## src/rtl/irq_ctl_pkg.sv

```systemverilog
// Package irq_ctl_pkg
// Shared constants and types for the per-source interrupt control register.
// Assumes a byte-wide software view with a single pending bit and a
// binary-coded priority whose all-ones value disables the source.
package irq_ctl_pkg;

    localparam int BYTE_W   = 8;
    localparam int PRIO_W   = 3;
    localparam int FLAG_BIT = 4;
    localparam int SYNC_N   = 2;

    // Highest encoding means "source disabled"; it is also the reset level.
    localparam logic [PRIO_W-1:0] PRIO_OFF = {PRIO_W{1'b1}};

    typedef enum logic {
        SRC_EDGE  = 1'b0,
        SRC_LEVEL = 1'b1
    } src_mode_e;

    // Software command toward the pending flag.
    typedef struct packed {
        logic wr;   // write of the flag bit this cycle
        logic val;  // written value
    } flag_cmd_t;

endpackage

```

## src/rtl/irq_in_sync.sv

```systemverilog
// Module irq_in_sync
// Brings the asynchronous peripheral request into the clock domain through
// STAGES flops and flags a 0-to-1 change of the synchronized level.
// Assumes STAGES >= 1; rise_o is a one-cycle pulse.
module irq_in_sync #(
    parameter int STAGES = 2
) (
    input  logic clk,
    input  logic rst_n,
    input  logic src_in,
    output logic lvl_o,
    output logic rise_o
);

    logic [STAGES-1:0] stg_q;
    logic              prev_q;

    generate
        if (STAGES == 1) begin : g_one
            // Single capture stage.
            always_ff @(posedge clk) begin
                if (!rst_n) stg_q <= '0;
                else        stg_q <= src_in;
            end
        end else begin : g_chain
            // Shift chain of capture stages.
            always_ff @(posedge clk) begin
                if (!rst_n) stg_q <= '0;
                else        stg_q <= {stg_q[STAGES-2:0], src_in};
            end
        end
    endgenerate

    // Remember the previous synchronized level for edge detection.
    always_ff @(posedge clk) begin
        if (!rst_n) prev_q <= 1'b0;
        else        prev_q <= stg_q[STAGES-1];
    end

    assign lvl_o  = stg_q[STAGES-1];
    assign rise_o = stg_q[STAGES-1] & ~prev_q;

endmodule

```

## src/rtl/irq_pend_flag.sv

```systemverilog
// Module irq_pend_flag
// Holds the pending flag of one interrupt source.
// Edge mode: clears (software 0-write or vector read) beat sets (software
// 1-write or detected rise). Level mode: the flag mirrors the synchronized
// input, and software writes and vector reads are ignored.
module irq_pend_flag
    import irq_ctl_pkg::*;
(
    input  logic      clk,
    input  logic      rst_n,
    input  src_mode_e mode,
    input  logic      lvl_i,
    input  logic      rise_i,
    input  flag_cmd_t cmd,
    input  logic      vec_rd,
    output logic      pend_o
);

    logic pend_q;
    logic pend_d;
    logic clr_req;
    logic set_req;

    // Collect clear and set causes for edge mode.
    always_comb begin
        clr_req = (cmd.wr && !cmd.val) || vec_rd;
        set_req = (cmd.wr &&  cmd.val) || rise_i;
    end

    // Next-state selection with clear priority.
    always_comb begin
        pend_d = pend_q;
        case (mode)
            SRC_LEVEL: pend_d = lvl_i;
            default: begin
                if (clr_req)      pend_d = 1'b0;
                else if (set_req) pend_d = 1'b1;
            end
        endcase
    end

    // Flag storage.
    always_ff @(posedge clk) begin
        if (!rst_n) pend_q <= 1'b0;
        else        pend_q <= pend_d;
    end

    assign pend_o = pend_q;

endmodule

```

## src/rtl/irq_prio_reg.sv

```systemverilog
// Module irq_prio_reg
// Software-writable priority level of one source, reset to RST_VAL.
// Assumes wr_en is already qualified by select and write strobe.
module irq_prio_reg #(
    parameter int              W       = 3,
    parameter logic [W-1:0]    RST_VAL = '1
) (
    input  logic         clk,
    input  logic         rst_n,
    input  logic         wr_en,
    input  logic [W-1:0] wdata,
    output logic [W-1:0] level_o
);

    logic [W-1:0] level_q;

    // Level storage, loaded on a qualified write.
    always_ff @(posedge clk) begin
        if (!rst_n)     level_q <= RST_VAL;
        else if (wr_en) level_q <= wdata;
    end

    assign level_o = level_q;

endmodule

```

## src/rtl/irq_src_ctrl.sv

```systemverilog
// Module irq_src_ctrl
// Per-source interrupt control register: pending flag plus priority level,
// a byte-wide software view, and request/level outputs toward a resolver.
// Assumes bus_wr is only meaningful while bus_sel is high, and vec_rd is a
// single-cycle strobe aimed at this source.
module irq_src_ctrl
    import irq_ctl_pkg::*;
#(
    parameter int SYNC_STAGES = SYNC_N
) (
    input  logic              clk,
    input  logic              rst_n,
    input  logic              src_in,
    input  logic              mode_level,
    input  logic              bus_sel,
    input  logic              bus_wr,
    input  logic [BYTE_W-1:0] bus_wdata,
    output logic [BYTE_W-1:0] bus_rdata,
    input  logic              vec_rd,
    output logic              req_out,
    output logic [PRIO_W-1:0] prio_out
);

    src_mode_e         mode;
    logic              wr_hit;
    flag_cmd_t         cmd;
    logic              sync_lvl;
    logic              sync_rise;
    logic              pend_q;
    logic [PRIO_W-1:0] level;
    logic              unused_wbits;

    // Decode mode and the software command; flag writes only count in edge mode.
    always_comb begin
        mode    = src_mode_e'(mode_level);
        wr_hit  = bus_sel && bus_wr;
        cmd.wr  = wr_hit && (mode == SRC_EDGE);
        cmd.val = bus_wdata[FLAG_BIT];
    end

    assign unused_wbits = ^{bus_wdata[BYTE_W-1:FLAG_BIT+1],
                            bus_wdata[FLAG_BIT-1:PRIO_W]};

    irq_in_sync #(
        .STAGES (SYNC_STAGES)
    ) sync_i (
        .clk    (clk),
        .rst_n  (rst_n),
        .src_in (src_in),
        .lvl_o  (sync_lvl),
        .rise_o (sync_rise)
    );

    irq_pend_flag flag_i (
        .clk    (clk),
        .rst_n  (rst_n),
        .mode   (mode),
        .lvl_i  (sync_lvl),
        .rise_i (sync_rise),
        .cmd    (cmd),
        .vec_rd (vec_rd),
        .pend_o (pend_q)
    );

    irq_prio_reg #(
        .W       (PRIO_W),
        .RST_VAL (PRIO_OFF)
    ) prio_i (
        .clk     (clk),
        .rst_n   (rst_n),
        .wr_en   (wr_hit),
        .wdata   (bus_wdata[PRIO_W-1:0]),
        .level_o (level)
    );

    // Assemble the software view; unselected reads return zero.
    always_comb begin
        bus_rdata = '0;
        if (bus_sel) begin
            bus_rdata[FLAG_BIT]   = pend_q;
            bus_rdata[PRIO_W-1:0] = level;
        end
    end

    // Outputs toward the priority resolver; the disabled level masks the request.
    always_comb begin
        prio_out = level;
        req_out  = pend_q && (level != PRIO_OFF);
    end

endmodule

```

## config.mk

```make
export PLATFORM = sky130hd
export DESIGN_NAME = irq_src_ctrl
export DESIGN_NICKNAME = d
export VERILOG_FILES = /design/src/rtl/irq_ctl_pkg.sv /design/src/rtl/irq_in_sync.sv /design/src/rtl/irq_pend_flag.sv /design/src/rtl/irq_prio_reg.sv /design/src/rtl/irq_src_ctrl.sv
export SDC_FILE = /design/constraint.sdc
export NUM_CORES = 1
export LEC_CHECK = 0
export ABC_AREA = 1
export BUFFER_PORTS_ARGS = -buffer_cell sky130_fd_sc_hd__clkbuf_2
export CAP_MARGIN = 15
export CORE_AREA = 2 2 39 41
export CTS_CLUSTER_SIZE = 30
export DETAILED_ROUTE_END_ITERATION = 7
export DIE_AREA = 0 0 41 43
export PLACE_DENSITY_LB_ADDON = 0.3
export SLEW_MARGIN = 20
export SYNTH_ARGS = -nofsm -noshare
export SYNTH_HDL_FRONTEND = slang
export SYNTH_SLANG_ARGS = --single-unit
```

## constraint.sdc

```tcl
create_clock -name clk -period 1.4 [get_ports clk]
set_input_delay 0.28 -clock clk [delete_from_list [all_inputs] [get_ports clk]]
set_output_delay 0.28 -clock clk [all_outputs]
set_load 0.02 [all_outputs]
```

==> results.md <==
- Status: finished, final reports clean
- First-pass GRT wire length: 952 um
- Crit path time final: 1.23 ns
- Vias per cell: 3.75
- Post-synthesis cell type count: 10
- Final Hold Fails: 0
- Fmax: 0.813 GHz
- CP cell instances: nand3_1 > nand2_1 > inv_1 > clkbuf_2
- CTS tree: yes
- Max cap viols: 0
- Worst Path Required: 1.12 ns
- Syn Inst Count: 52
- # IOs: 27
- Synth Warn #: 0
- Worst Path Max Fanout: 4
- DR WL/cell: 7.06 um
- Gr usage total: 8.05%
- Layout cells sized above 1: 30.1%
- Clk sink count: 7
- IO Port Bufs: 18
- Power Density: 1060 mW/mm^2
- Die Ht: 43 um
- Startpoint Class: flip-flop
- Drt first pass iters: 2
- # DRC: 0
- Setup violators final: 0
- Post-Route WL: 628 um
- Static Leakage: 0.310 nW
- Initial DRC count: 2
- Die width: 41 um
- H-tree depth: 1
- Clk buf depth: 2
- CP endpoint kind: output port
- Final cycle utilization of the critical path: 87.9%
- FF+latch count, synth: 7
- Ant diodes: 0
- Post-CTS Resized: 0
- Min-delay worst type: in -> reg
- Initial Utilization: 24.5%
- Buffers inserted by post-CTS timing repair: 0
- GR Overflow Total: 0
- Final max-slew violation count: 0
- Critical path type: reg -> out
- DRT antenna net count: 0
- WP data arrival: 0.95 ns
- Vias in the first global route: 273
- CTS hold repair buffers: 0
- Core ar.: 0.00138 sq mm
- Synthesized area: 339 sq um
- Detailed placer's ending HPWL: 530 um
- Gpl congestion: 0.673
- Area grow syn2layout: 34.7%
- Sequential area share after synthesis: 41.3%
- Setup TNS Final: 0 ns
- Worst skew pair latency: 0.24 ns
- Post-Syn Area per Cell: 6.52 sq um
- Largest net degree at the start of global routing: 8
- Fin util: 33.0%
- Slowest-stage cell, CP: dfxtp_1
- Die area: 0.00176 sq mm
- Vias after detailed routing: 334
- Root Driver: clkbuf_4
- Initial antenna violation count: 0
- CP max stage delay: 0.38 ns
- Inserted Clock Buffers: 3
- RSZ-0062 raised after global routing: no
- Clk pin slew, worst setup/hold paths: 0.05 ns
- Worst Skew: 0.00132 ns
- Core Rows: 14
- Peak VDD IR: 481 uV
- Final #Nets: 89
[report_power, final]
part | switching [W] | internal [W]
combinational | 0.0000579 | 0.0000331
sequential | 0.00000804 | 0.000210
clock | 0.0000685 | 0.000108
total | 0.000134 | 0.000352
[cell type report]
type | count | area, sq um
inverters | 12 | 45.0
well taps | 16 | 20.0
fillers | 172 | 927
repair buffers | 18 | 90.1
clock buffers | 4 | 26.3
multi-input cells | 32 | 135
flip-flops and latches | 7 | 140
[flip-flops by register name, indices dropped and copies added (netlist names)]
register	cells
sync_i.prev_q	1
sync_i.stg_q	2
prio_i.level_o	3
flag_i.pend_o	1
[cell usage after synthesis]
library cell | count | area [sq um]
nand2_1 | 18 | 67.6
inv_1 | 12 | 45.0
dfxtp_1 | 7 | 140
nand3_1 | 5 | 25.0
buf_4 | 4 | 30.0
a21oi_1 | 2 | 10.0
conb_1 | 1 | 3.75
nand2_2 | 1 | 6.26
nor2_1 | 1 | 3.75
o21a_1 | 1 | 7.51
[critical path: cells and delay by family, from the launching register on]
family | cells | cell delay (ns)
AND/OR/NAND/NOR | 2 | 0.15
buffers and inverters | 2 | 0.17
flip-flops | 1 | 0.38
[kinds of logic (layout without fill, tap and decap cells)]
group,after synthesis,after routing,synth area share (%)
buffers and inverters,16,34,22.1
DFF,7,7,41.3
AOI/OAI and AO/OA,3,3,5.17
and+or+nand+nor,25,25,30.3
other,1,4,1.11
[path summary, 6_finish.rpt]
check                          from              end  slack [ns]  depth (start not counted)
setup / recovery  prio_i.level_o[0]          req_out        0.17                          4
hold / removal               src_in  sync_i.stg_q[0]        0.22                          3
setup reg to reg    sync_i.stg_q[1]    flag_i.pend_o        0.70                          3
hold reg to reg     sync_i.stg_q[0]  sync_i.stg_q[1]        0.42                          2
[layout by cell type (no fill, tap or decap)]
cell | netlist | routed
nand2_2 | 1 | 1
clkbuf_2 | 0 | 18
inv_1 | 12 | 12
dfxtp_1 | 7 | 7
clkbuf_1 | 0 | 1
nand2_1 | 18 | 18
o21a_1 | 1 | 1
conb_1 | 1 | 4
nand3_1 | 5 | 5
a21oi_1 | 2 | 2
nor2_1 | 1 | 1
clkbuf_4 | 0 | 3
[layer usage]
metal  track usage [%]  wire (um)  vias to the layer above
met5                 0          0                        -
li1                  -          -                      186
met2              11.3        281                       14
met3              3.14         58                        0
met4              6.00          0                        0
met1              9.39        289                      134
[metrics by stage]
step / hold WS, ns / setup slack [ns] / cell area (sq um) / total power [W] / std cells
2_1_floorplan: 0.364 / 0.414 / 350 / 0.000285 / 55
3_3_place_gp: 0.398 / 0.407 / 430 / 0.000314 / 85
3_5_place_dp: 0.412 / 0.399 / 430 / 0.000315 / 85
4_1_cts: 0.208 / 0.154 / 457 / 0.000499 / 89
5_1_grt: 0.237 / 0.0940 / 457 / 0.000520 / 89
6_report: 0.219 / 0.170 / 457 / 0.000486 / 89
Power figures use the tool's default switching activity.
